`src/rtl/cfg_loader_pkg.sv`:
```
package cfg_loader_pkg;
  localparam int unsigned REF_W   = 14;
  localparam int unsigned MODE_W  = 4;
  localparam int unsigned SWL_W   = 7;
  localparam int unsigned MAIN_W  = 11;
  localparam int unsigned FRAME_W = 1 + SWL_W + MAIN_W;
  localparam int unsigned MIN_REF = 3;

  typedef struct packed {
    logic pump_hi;
    logic mon_sel;
    logic phase_inv;
    logic pre_sel;
  } mode_t;

  typedef struct packed {
    logic [REF_W-1:0] ratio;
    mode_t            mode;
  } ref_set_t;

  typedef struct packed {
    logic [MAIN_W-1:0] main_div;
    logic [SWL_W-1:0]  swallow;
  } fb_set_t;
endpackage

```
`src/rtl/cfg_sync.sv`:
```
module cfg_sync #(
  parameter int unsigned WIDTH  = 3,
  parameter int unsigned STAGES = 2
) (
  input  logic             clk,
  input  logic             rst_n,
  input  logic [WIDTH-1:0] d,
  output logic [WIDTH-1:0] q
);
  logic [WIDTH-1:0] pipe [STAGES];

  always_ff @(posedge clk or negedge rst_n) begin
    if (!rst_n) begin
      for (int i = 0; i < STAGES; i++) pipe[i] <= '0;
    end else begin
      pipe[0] <= d;
      for (int i = 1; i < STAGES; i++) pipe[i] <= pipe[i-1];
    end
  end

  assign q = pipe[STAGES-1];
endmodule

```
`src/rtl/cfg_shifter.sv`:
```
module cfg_shifter #(
  parameter int unsigned FRAME_W = 19
) (
  input  logic               clk,
  input  logic               rst_n,
  input  logic               sclk_s,
  input  logic               load_s,
  input  logic               din_s,
  output logic [FRAME_W-1:0] frame,
  output logic               load_pulse
);
  logic               sclk_q, load_q;
  logic [FRAME_W-1:0] shreg_q, shreg_d;
  logic               shift_en;

  always_comb begin
    shift_en   = sclk_s & ~sclk_q & ~load_s;
    load_pulse = load_s & ~load_q;
    shreg_d    = shreg_q;
    if (shift_en) shreg_d = {shreg_q[FRAME_W-2:0], din_s};
  end

  always_ff @(posedge clk or negedge rst_n) begin
    if (!rst_n) begin
      sclk_q  <= 1'b0;
      load_q  <= 1'b0;
      shreg_q <= '0;
    end else begin
      sclk_q <= sclk_s;
      load_q <= load_s;
      if (shift_en) shreg_q <= shreg_d;
    end
  end

  assign frame = shreg_q;
endmodule

```
`src/rtl/cfg_bank_route.sv`:
```
module cfg_bank_route
  import cfg_loader_pkg::*;
(
  input  logic               clk,
  input  logic               rst_n,
  input  logic [FRAME_W-1:0] frame,
  input  logic               load_pulse,
  output ref_set_t           ref_q,
  output fb_set_t            fb_q,
  output logic               ref_upd,
  output logic               fb_upd,
  output logic               pending
);
  localparam logic [REF_W-1:0] REF_FLOOR = REF_W'(MIN_REF);
  localparam int unsigned      MODE_LO   = REF_W + 1;

  logic     route_ref, ratio_ok, ref_we, fb_we;
  ref_set_t ref_d;
  fb_set_t  fb_d;
  logic     ref_seen_q, fb_seen_q;

  always_comb begin
    route_ref = frame[0];
    ref_d.ratio          = frame[REF_W:1];
    ref_d.mode.pre_sel   = frame[MODE_LO];
    ref_d.mode.phase_inv = frame[MODE_LO+1];
    ref_d.mode.mon_sel   = frame[MODE_LO+2];
    ref_d.mode.pump_hi   = frame[MODE_LO+3];
    fb_d.swallow         = frame[SWL_W:1];
    fb_d.main_div        = frame[FRAME_W-1:SWL_W+1];
    ratio_ok = (ref_d.ratio >= REF_FLOOR);
    ref_we   = load_pulse & route_ref & ratio_ok;
    fb_we    = load_pulse & ~route_ref;
  end

  always_ff @(posedge clk or negedge rst_n) begin
    if (!rst_n) begin
      ref_q      <= '0;
      fb_q       <= '0;
      ref_upd    <= 1'b0;
      fb_upd     <= 1'b0;
      ref_seen_q <= 1'b0;
      fb_seen_q  <= 1'b0;
    end else begin
      ref_upd <= ref_we;
      fb_upd  <= fb_we;
      if (ref_we) begin
        ref_q      <= ref_d;
        ref_seen_q <= 1'b1;
      end
      if (fb_we) begin
        fb_q      <= fb_d;
        fb_seen_q <= 1'b1;
      end
    end
  end

  assign pending = ~(ref_seen_q & fb_seen_q);
endmodule

```
`src/rtl/cfg_serial_loader.sv`:
```
module cfg_serial_loader
  import cfg_loader_pkg::*;
#(
  parameter int unsigned SYNC_STAGES = 2
) (
  input  logic              clk,
  input  logic              rst_n,
  input  logic              ser_clk,
  input  logic              ser_dat,
  input  logic              ser_load,
  output logic [REF_W-1:0]  ref_ratio,
  output logic              pre_sel,
  output logic              phase_inv,
  output logic              mon_sel,
  output logic              pump_hi,
  output logic [SWL_W-1:0]  swallow,
  output logic [MAIN_W-1:0] main_div,
  output logic              ref_upd,
  output logic              fb_upd,
  output logic              cfg_pending
);
  logic [1:0]         rst_pipe;
  logic               rst_int_n;
  logic [2:0]         line_s;
  logic [FRAME_W-1:0] frame;
  logic               load_pulse;
  ref_set_t           ref_q;
  fb_set_t            fb_q;

  // asynchronous assert, synchronous release
  always_ff @(posedge clk or negedge rst_n) begin
    if (!rst_n) rst_pipe <= 2'b00;
    else        rst_pipe <= {rst_pipe[0], 1'b1};
  end
  assign rst_int_n = rst_pipe[1];

  cfg_sync #(.WIDTH(3), .STAGES(SYNC_STAGES)) u_sync (
    .clk   (clk),
    .rst_n (rst_int_n),
    .d     ({ser_load, ser_clk, ser_dat}),
    .q     (line_s)
  );

  cfg_shifter #(.FRAME_W(FRAME_W)) u_shift (
    .clk        (clk),
    .rst_n      (rst_int_n),
    .sclk_s     (line_s[1]),
    .load_s     (line_s[2]),
    .din_s      (line_s[0]),
    .frame      (frame),
    .load_pulse (load_pulse)
  );

  cfg_bank_route u_route (
    .clk        (clk),
    .rst_n      (rst_int_n),
    .frame      (frame),
    .load_pulse (load_pulse),
    .ref_q      (ref_q),
    .fb_q       (fb_q),
    .ref_upd    (ref_upd),
    .fb_upd     (fb_upd),
    .pending    (cfg_pending)
  );

  assign ref_ratio = ref_q.ratio;
  assign pre_sel   = ref_q.mode.pre_sel;
  assign phase_inv = ref_q.mode.phase_inv;
  assign mon_sel   = ref_q.mode.mon_sel;
  assign pump_hi   = ref_q.mode.pump_hi;
  assign swallow   = fb_q.swallow;
  assign main_div  = fb_q.main_div;
endmodule

```
`config.mk`:
```
export PLATFORM = sky130hd
export DESIGN_NAME = cfg_serial_loader
export DESIGN_NICKNAME = d
export VERILOG_FILES = /design/src/rtl/cfg_loader_pkg.sv /design/src/rtl/cfg_sync.sv /design/src/rtl/cfg_shifter.sv /design/src/rtl/cfg_bank_route.sv /design/src/rtl/cfg_serial_loader.sv
export SDC_FILE = /design/constraint.sdc
export NUM_CORES = 1
export LEC_CHECK = 0
export BUFFER_PORTS_ARGS = -buffer_cell sky130_fd_sc_hd__buf_4
export CORE_MARGIN = 2
export CORE_UTILIZATION = 47
export CTS_BUF_LIST = sky130_fd_sc_hd__clkbuf_16
export CTS_CLUSTER_SIZE = 30
export DETAILED_ROUTE_END_ITERATION = 10
export PLACE_DENSITY = 0.78
export SLEW_MARGIN = 5
export SYNTH_ARGS = -nofsm -noshare
export SYNTH_HDL_FRONTEND = slang
export SYNTH_SLANG_ARGS = --single-unit
```
`constraint.sdc`:
```
create_clock -name clk -period 3.05 [get_ports clk]
set_input_delay 0.305 -clock clk [delete_from_list [all_inputs] [get_ports clk]]
set_output_delay 0.305 -clock clk [all_outputs]
set_load 0.01 [all_outputs]
```
# ---- Yosys cells after proc, flatten, opt, wreduce, memory -nomap -nowiden
# Cells that the tools add are included.
dict set report word_totals {
  register_bits 69
  out_inout_bits 39
  elab_cells 30
  in_bits 5
}
dict set report op_classes {
  magnitude_cmp 1
  bitwise_logic 12
}
# op n
set op_table {}
lappend op_table {{>= comparator 14 x 2 -> 1 bit (second input constant)} 1}
lappend op_table {{bitwise AND 1 bit} 7}
lappend op_table {{inverter 1 bit} 5}

# ---- Depth between registers and ports, before layout
# Gate-level depths: netlist (run 1).
dict set report depth {
  word_depth 4
  mapped_depth 5
  depth_no_buf 3
}

# ---- Hierarchy
# Synthesis (run 1) repeated with hierarchy kept, for this count alone.
dict set report unflattened {
  cells_unflattened 152
  area_unflattened_um2 2573.7
}
# module seq_area_each_um2 cells_each area_each_um2 n_inst
set by_module_without_submodules {}
lappend by_module_without_submodules {cfg_bank_route 1001.0 96 1520.2 1}
lappend by_module_without_submodules {cfg_shifter 525.5 44 827.0 1}
lappend by_module_without_submodules {cfg_sync 150.1 9 172.7 1}
lappend by_module_without_submodules {cfg_serial_loader 50.0 3 53.8 1}

# ---- Worst setup path after synthesis (run 1)
# Ideal clock, no wire load.
dict set report synth_path {
  path_type {register -> register}
  startpoint {register u_shift.shreg_q[7], in the netlist u_shift.frame[7]}
  endpoint {register, netlist name u_route.ref_q[0]}
  setup_time_ns 0.125
  stages_incl_launch_ff 4
  required_ns 2.925
  slack_ns 0.996
  arrival_time_ns 1.930
  cell_sequence {dfrtp_1 -> or4_2 -> o41ai_4 -> mux2_2}
}
dict set report synth_between {
  elab_chain_len 2
}
# item line
set synth_rtl {}
lappend synth_rtl {{start, declared} cfg_shifter.sv:13} ;# logic [FRAME_W-1:0] shreg_q, shreg_d;
lappend synth_rtl {{start signal, assigned} cfg_shifter.sv:31} ;# if (shift_en) shreg_q <= shreg_d;
lappend synth_rtl {{>= comparator 14 x 2 -> 1 bit} cfg_bank_route.sv:31} ;# ratio_ok = (ref_d.ratio >= REF_FLOOR);
lappend synth_rtl {{bitwise AND 1 bit} cfg_bank_route.sv:32} ;# ref_we = load_pulse & route_ref & ratio_ok;
# No other way between the ends.
# A chain may end at the register's enable or synchronous reset.

# ---- Worst setup path after layout (run 1)
dict set report layout_path {
  startpoint {register u_shift.shreg_q[8], in the netlist u_shift.frame[8]}
  endpoint {register, netlist name u_route.ref_q[1]}
}
dict set report layout_between {
  elab_chain_len 2
}
# item line
set layout_rtl {}
lappend layout_rtl {{>= comparator 14 x 2 -> 1 bit} cfg_bank_route.sv:31}
lappend layout_rtl {{bitwise AND 1 bit} cfg_bank_route.sv:32}
# No other way between the ends.

==> results.ini, run 1 <==
[status]
status = complete, no violations

[critical_path]
rr_worst_depth = 4
crit_fanout = 10
end_kind = flip-flop
cp-start-kind = flip-flop
critPathArrivalTime_ps = 2360
critPathRequiredTime_ps = 3260
critPathKind = flip-flop to flip-flop

[synth]
synth-main-ff-cell = dfrtp_1
syn_area_um2 = 2490
synth_top_family_by_area = multiplexers
synth_fa_ha_area_share_pct = 0
synth_edf_count = 0
syn_nets = 156
synth_compound_area_share_pct = 6.28
yosys.area_share.simple_pct = 3.82
ys_seq_elements = 69
yosys_warnings = 0
synth_cells = 151
async_reset_ff_share_pct = 100
yosys.area_share.xor_xnor_pct = 0
synthDistinctLibCells = 22
ys_seq_area_share_pct = 69.4
synthMuxAreaShare_pct = 18.6
synth.avg_cell_area_um2 = 16.5

[power]
p_int_uw = 1890
combPwrFrac_pct = 19.4
seqPwrFrac_pct = 47.0
sw_frac_of_total_pct = 26.8
p_sw_uw = 693
p_leak_uw = 0.00162
vdd_drop_max_uv = 437
power_density_nw_per_um2 = 810
clkPwrFrac_pct = 33.6

[placed_design]
port-buffer-count = 43
gp_congestion = 0.705
dp_hpwl_mm = 2.95
placed_area_um2 = 2930

[layout]
regArea_um2 = 1730
syn2layout_area_growth_pct = 28.3
nNetsFinal = 211
drive_gt1_share_pct = 52.1
fill_cells = 393
final_common_cell = dfrtp_1
num_antenna_cells = 0
final_cell_mix = dfrtp_1, buf_4, mux2_2, a22o_1, clkbuf_16
final_cell_area_um2 = 3190
multi_input_area_um2 = 727

[timing]
fin_tns_setup_ps = 0
slew_headroom_pct = 40.2
max_freq_mhz = 464
finalHoldViolCount = 0
tightest_slew_ps = 897
fin_skew_ps = 4.25
setup_viol = 0
min_period_ps = 2160
finalCritPeriodShare_pct = 70.7
maxSlewViolCount = 0
rsz0062_at_grt = no

[floorplanning]
coreArea_um2 = 5110
io-pin-count = 44
die_y_um = 76.8
fp.dieW_um = 76.8
fp.dieArea_um2 = 5890
initial_core_util_pct = 48.7
std_cell_rows = 26

[cts]
post_cts_buffers = 0
cts_tree = yes
cts_root_buf = clkbuf_16
cts_buffers = 9
h-tree-depth = 3
path_clk_slew_ps = 50
post_cts_resized = 0
clockBufferDepth = 2
clk_latency_ps = 320
cts_sinks = 69

[global_route]
grt-ovfl-total = 0
grt_pass1_vias = 1480
track_usage_pct = 17.3
grt_first_pass_wirelength_mm = 7.59
antenna_found_initial = 0
grt_max_degree = 45

[detailed_routing]
ant_nets = 0
wl_per_cell_um = 16.0
via_per_inst = 5.14
drtPass1Iterations = 4
routed_wl_mm = 4.49
drtIter0Drc = 47
num_vias = 1444
drc = 0

[hold_path]
min_path_cells = 1
hold_path_class = primary input to flip-flop

[run]
cap_violations = 0

## kinds of logic after synthesis
| group | count (synthesis) |
|---|---|
| flops | 69 |
| mux | 41 |
| compound gates | 16 |
| simple gates | 14 |
| buf+inv | 10 |
| other cells | 1 |
## final cells by class
type,count,share of cell area [%]
well taps,70,2.74
flip-flops and latches,69,54.1
inverters,3,0.353
multi-input cells,72,22.8
clock inverters,7,0.862
clock buffers,9,7.06
repair buffers,51,12.1
## metrics by stage
| stage | total power (uW) | instances | hold slack (ps) | setup slack, ps | utilization, % |
|---|---|---|---|---|---|
| after floorplan | 1480 | 151 | 9.41 | 986 | - |
| after global placement | 1720 | 264 | 88.4 | 977 | 57.3 |
| after detailed placement | 1730 | 264 | 90.0 | 927 | 57.3 |
| after CTS | 2620 | 281 | 74.2 | 888 | 62.5 |
| after global routing | 2710 | 281 | 68.4 | 842 | 62.5 |
| final | 2580 | 281 | 85.1 | 894 | 62.5 |
## Yosys cell counts (2+ instances only)
library cell / number / area [um^2]
dfrtp_1: 69 / 1730
mux2_2: 41 / 462
a22o_1: 11 / 96.3
clkbuf_1: 5 / 18.8
inv_1: 3 / 11.3
nand2_1: 3 / 11.3
nor3b_1: 2 / 15.0
nor4_1: 2 / 12.5
o22ai_1: 2 / 12.5
## final timing paths
kind,start,end,slack [ps]
min reg2reg,rst_pipe[0]$_DFF_PN0_,rst_pipe[1]$_DFF_PN0_,350
max in group asynchronous,rst_pipe[1]$_DFF_PN0_,u_shift.frame[0]$_DFFE_PN0P_,1930
max,u_shift.frame[8]$_DFFE_PN0P_,u_route.ref_q[1]$_DFFE_PN0P_,890
min,ser_clk,u_sync.pipe[4]$_DFF_PN0_,90
min in group asynchronous,rst_n,rst_pipe[0]$_DFF_PN0_,300
max reg2reg,u_shift.frame[8]$_DFFE_PN0P_,u_route.ref_q[1]$_DFFE_PN0P_,890
## critical path, stage by stage (launching register included)
cell     delay (ps)
dfrtp_1         420
or4_1           670
o41ai_4         390
buf_4           230
mux2_2          340
## routing by layer
layer | vias to the layer above | wire, um | track usage (%)
li1 | 663 | - | -
met1 | 737 | 2050 | 22.6
met2 | 35 | 2150 | 25.2
met3 | 9 | 190 | 5.41
met4 | 0 | 94 | 10.7
met5 | - | 0 | 0
## what timing repair did
action | in CTS | in global routing
hold buffers | 1 | 0
setup endpoints to repair | 0 | 0
endpoints found under the hold margin | 2 | 0
## sequential cells by signal, summed over array words and instances (netlist names), 2 cells and up
name,cells
u_shift.frame,19
u_route.fb_q,18
u_route.ref_q,18
rst_pipe,2
u_sync.q,3
u_sync.pipe,3
## power groups by stage
stage                     registers (uW)  clock network, uW  logic, uW
after global placement              1230                  0        490
after global routing                1240                930        537
after CTS                           1220                889        508
final                               1220                867        501
after floorplan                     1240                  0        246
after detailed placement            1230                  0        504
No activity file was read; power rests on OpenSTA's default activity.
==> run 2, diff against run 1 <==
==> constraint.sdc (replaced) <==
create_clock -name clk -period 2.2 [get_ports clk]
set_input_delay 0.22 -clock clk [delete_from_list [all_inputs] [get_ports clk]]
set_output_delay 0.22 -clock clk [all_outputs]
set_load 0.01 [all_outputs]
==> run 2 against run 1 <==
Routed wire length rose by 4.0%; global-route usage is 0.44 points higher; hold slack improved by 130 ps; sequential share of layout area decreased by 1.6 points; maximum frequency is 0.63% higher; via count up 0.14%; critical path type unchanged; critical endpoint is now u_route.ref_q[3]$_DFFE_PN0P_; largest cell class unchanged.
==> results.ini, run 2 (synthesis gave the netlist of run 1 again) <==
[layout]
nNetsFinal = 216
syn2layout_area_growth_pct = 32.3
fin_util_pct = 64.5
num_antenna_cells = 0
final_common_cell = dfrtp_1
final_cell_mix = dfrtp_1, buf_4, mux2_2, a22o_1, clkbuf_16
drive_gt1_share_pct = 53.7
largest_register_ffs = 19

[floorplanning]
initial_core_util_pct = 48.7
io-pin-count = 44
std_cell_rows = 26
fp.dieArea_um2 = 5890
coreArea_um2 = 5110
die_y_um = 76.8
fp.dieW_um = 76.8

[critical_path]
critPathArrivalTime_ps = 2350
r2r-start = u_shift.frame[7]$_DFFE_PN0P_
rr_worst_depth = 4
critPathKind = flip-flop to flip-flop
crit_fanout = 6
r2r_slack_ps = 60
critPathRequiredTime_ps = 2410
cp-start-kind = flip-flop
end_kind = flip-flop
timing.rr.end = u_route.ref_q[3]$_DFFE_PN0P_
crit_start = u_shift.frame[7]$_DFFE_PN0P_

[detailed_routing]
num_vias = 1446
via_per_inst = 5.06
drtIter0Drc = 159
ant_nets = 0
drc = 0
drtPass1Iterations = 4
wl_per_cell_um = 16.3
routed_wl_mm = 4.67

[timing]
fin_hold_ws_ps = 216
max_freq_mhz = 467
setup_viol = 0
finalHoldViolCount = 0
min_period_ps = 2140
fin_tns_setup_ps = 0
fin_skew_ps = 4.89
maxSlewViolCount = 0
finalCritPeriodShare_pct = 97.4

[global_route]
antenna_found_initial = 0
grt_pass1_vias = 1563
track_usage_pct = 17.7
grt_max_degree = 34
grt-ovfl-total = 0
grt_first_pass_wirelength_mm = 7.97

[power]
vdd_drop_max_uv = 574
p_leak_uw = 0.00167
power_density_nw_per_um2 = 1180

[run]
cap_violations = 0

[cts]
path_clk_slew_ps = 50
h-tree-depth = 3
clockBufferDepth = 2
post_cts_resized = 0
clk_latency_ps = 320
cts_tree = yes
cts_sinks = 69
cts_buffers = 9
cts_root_buf = clkbuf_16

[placed_design]
gp_congestion = 0.761
port-buffer-count = 43
dp_hpwl_mm = 2.93

[hold_path]
hold_path_class = primary input to async pin

[status]
status = complete, no violations

-- run 2: changes by cell type in the layout (fill, tap and decap cells not counted), sizes merged --
cell         before  now
dlygate4sd3       1    4
buf              50   52
bufinv            0    2
inv               6    4
-- run 2: where the power goes --
part / internal [uW] / switching (uW)
Sequential: 1490 / 174
Clock: 976 / 491
Combinational: 418 / 322
Total: 2880 / 987
-- run 2: cell type report --
type	instances	area [um^2]
sequential	69	1730
tap	70	87.6
multi-input combinational	72	727
timing repair buffer	56	430
clock inverter	7	82.6
fill	374	1820
inverter	3	11.3
clock buffer	9	225
-- run 2: how the worst max path moves through the flow --
stage	end	slack (ps)
floorplan	u_route.fb_q[0]$_DFFE_PN0P_	140
global placement	u_route.ref_q[0]$_DFFE_PN0P_	160
detailed placement	u_route.ref_q[3]$_DFFE_PN0P_	100
CTS	u_route.ref_q[8]$_DFFE_PN0P_	100
global route	u_route.ref_q[3]$_DFFE_PN0P_	-10
finish	u_route.ref_q[3]$_DFFE_PN0P_	60
-- run 2: critical path: stages (launching register included) --
cell and delay [ps]:
dfrtp_1 400, or4_2 750, o41ai_4 340, buf_4 190
mux2_2 330
-- run 2: stage by stage --
stage	area [um^2]	setup WS, ps	power, uW	cells
2_1_floorplan	2490	136	2060	151
3_3_place_gp	2940	155	2390	265
3_5_place_dp	2940	104	2410	265
4_1_cts	3270	102	3890	284
5_1_grt	3290	-10.5	4050	286
6_report	3290	57.2	3870	286
-- run 2: repair_timing --
item,CTS,global route
buffers inserted,0,1
endpoints found under the hold margin,4,1
setup endpoints to repair,0,6
hold buffers,3,1
-- run 2: metal layers --
metal / global-route usage (%) / wire (um) / up-vias / share of wire, %
li1: - / - / 665 / -
met5: 0 / 0 / - / 0
met3: 5.41 / 150 / 8 / 3.2
met1: 24.1 / 2220 / 742 / 48
met2: 26.2 / 2210 / 31 / 47
met4: 8.18 / 85 / 0 / 1.8
==> run 3, diff against run 2 <==
--- a/config.mk
+++ b/config.mk
@@ -11,7 +11,7 @@
 export CTS_BUF_LIST = sky130_fd_sc_hd__clkbuf_16
 export CTS_CLUSTER_SIZE = 30
 export DETAILED_ROUTE_END_ITERATION = 10
-export PLACE_DENSITY = 0.78
+export PLACE_DENSITY = 0.74
 export SLEW_MARGIN = 5
 export SYNTH_ARGS = -nofsm -noshare
 export SYNTH_HDL_FRONTEND = slang
==> run 3 against run 2 <==
First-iteration DRC count is 47% lower; largest cell class unchanged; die area stayed put; worst setup slack better by 31 ps; sequential power hardly changed.
==> results.ini, run 3 (synthesis gave the netlist of run 1 again) <==
[floorplanning]
io-pin-count = 44
die_y_um = 76.8
fp.dieArea_um2 = 5890
std_cell_rows = 26
coreArea_um2 = 5110
initial_core_util_pct = 48.7
fp.dieW_um = 76.8

[layout]
nNetsFinal = 218
fin_util_pct = 64.0
largest_register_ffs = 19
final_common_cell = dfrtp_1
syn2layout_area_growth_pct = 31.4
final_cell_mix = dfrtp_1, buf_4, mux2_2, a22o_1, clkbuf_16
drive_gt1_share_pct = 53.5
num_antenna_cells = 0
fill_cells = 359

[timing]
fin_tns_setup_ps = 0
fin_skew_ps = 2.75
finalHoldViolCount = 0
min_period_ps = 2110
maxSlewViolCount = 0
finalCritPeriodShare_pct = 96.0
setup_ws_ps = 88.5
rsz0062_at_grt = no
max_freq_mhz = 474
setup_viol = 0

[global_route]
grt_max_degree = 68
grt_first_pass_wirelength_mm = 7.62
grt_pass1_vias = 1471
grt-ovfl-total = 0
track_usage_pct = 17.1
antenna_found_initial = 0

[power]
vdd_drop_max_uv = 618
p_leak_uw = 0.00166
power_density_nw_per_um2 = 1110

[detailed_routing]
drtPass1Iterations = 4
wl_per_cell_um = 16.2
routed_wl_mm = 4.64
ant_nets = 0
num_vias = 1465
drtIter0Drc = 84
via_per_inst = 5.10
drc = 0

[run]
cap_violations = 0

[cts]
cts_sinks = 69
cts_buffers = 9
cts_tree = yes
h-tree-depth = 3
clk_latency_ps = 320
cts_root_buf = clkbuf_16
clockBufferDepth = 2
path_clk_slew_ps = 50

[critical_path]
critPathArrivalTime_ps = 2310
cp_num_cells = 4
slowest_stage = or4_2
path_cells = or4_2 -> o41ai_4 -> buf_6 -> mux2_2
critPathBufInv = 1
crit_fanout = 14
rr_worst_depth = 4
critPathKind = flip-flop to flip-flop
cpPeakStageDelay_ps = 710
end_kind = flip-flop
cp-start-kind = flip-flop
crit_family = simple AND/OR/NAND/NOR gates
critPathRequiredTime_ps = 2400

[placed_design]
gp_congestion = 0.761
port-buffer-count = 43
dp_hpwl_mm = 3.08
pre_cts_slack_ps = 15.7

[hold_path]
hold_path_class = primary input to async pin

[status]
status = complete, no violations

==> run 3: changes by cell type in the layout (fill, tap and decap cells not counted) <==
cell       before  now
clkinv_2        3    2
or4_1           1    0
or4_4           1    2
bufinv_16       2    0
buf_6           0    1
inv_1           4    6
buf_12          0    1
==> run 3: layout make-up <==
type / instances / area (um^2) / share of cell area [%]
clock inverter: 6 / 25.0 / 0.765
clock buffer: 9 / 225 / 6.89
sequential: 69 / 1730 / 52.9
multi-input combinational: 72 / 731 / 22.3
timing repair buffer: 58 / 462 / 14.1
tap: 70 / 87.6 / 2.68
inverter: 3 / 11.3 / 0.344
==> run 3: final timing paths <==
kind	start	end	slack, ps
min in group clk	u_sync.pipe[4]$_DFF_PN0_	u_sync.q[1]$_DFF_PN0_	350
worst max register to register	u_shift.frame[6]$_DFFE_PN0P_	u_route.ref_q[3]$_DFFE_PN0P_	90
worst min-delay path	rst_n	rst_pipe[0]$_DFF_PN0_	240
worst min register to register	rst_pipe[1]$_DFF_PN0_	u_route.fb_q[7]$_DFFE_PN0P_	280
worst max-delay path	u_shift.frame[6]$_DFFE_PN0P_	u_route.ref_q[3]$_DFFE_PN0P_	90
max in group asynchronous	rst_pipe[1]$_DFF_PN0_	u_route.fb_q[1]$_DFFE_PN0P_	1650
==> run 3: where the power goes <==
group          internal (uW)  leakage [uW]  switching (uW)
sequential              1490      0.000901             161
combinational            439      0.000626             342
clock                    733      0.000136             466
==> run 3: per-layer routing <==
layer,vias to the layer above,global-route usage (%),part of all wire (%)
met5,-,0,0
met4,0,10.4,1.7
met3,7,4.71,4.4
met2,35,25.5,50
met1,752,22.3,44
li1,671,-,-
==> run 3: timing repair <==
action,in CTS,in global routing
setup buffers,0,0
hold endpoints to repair,4,1
endpoints found under the setup margin,1,4
hold buffers,3,1
gates resized for setup,1,1
pin swaps,0,0
==> run 3: metrics by stage <==
step	power, uW	cells	area (um^2)	hold WS [ps]
final	3630	287	3270	239
after global routing	3820	287	3270	244
after CTS	3660	286	3260	1.90
after detailed placement	2450	268	2970	4.71
after global placement	2410	268	2970	2.29
after floorplan	2060	151	2490	-75.6
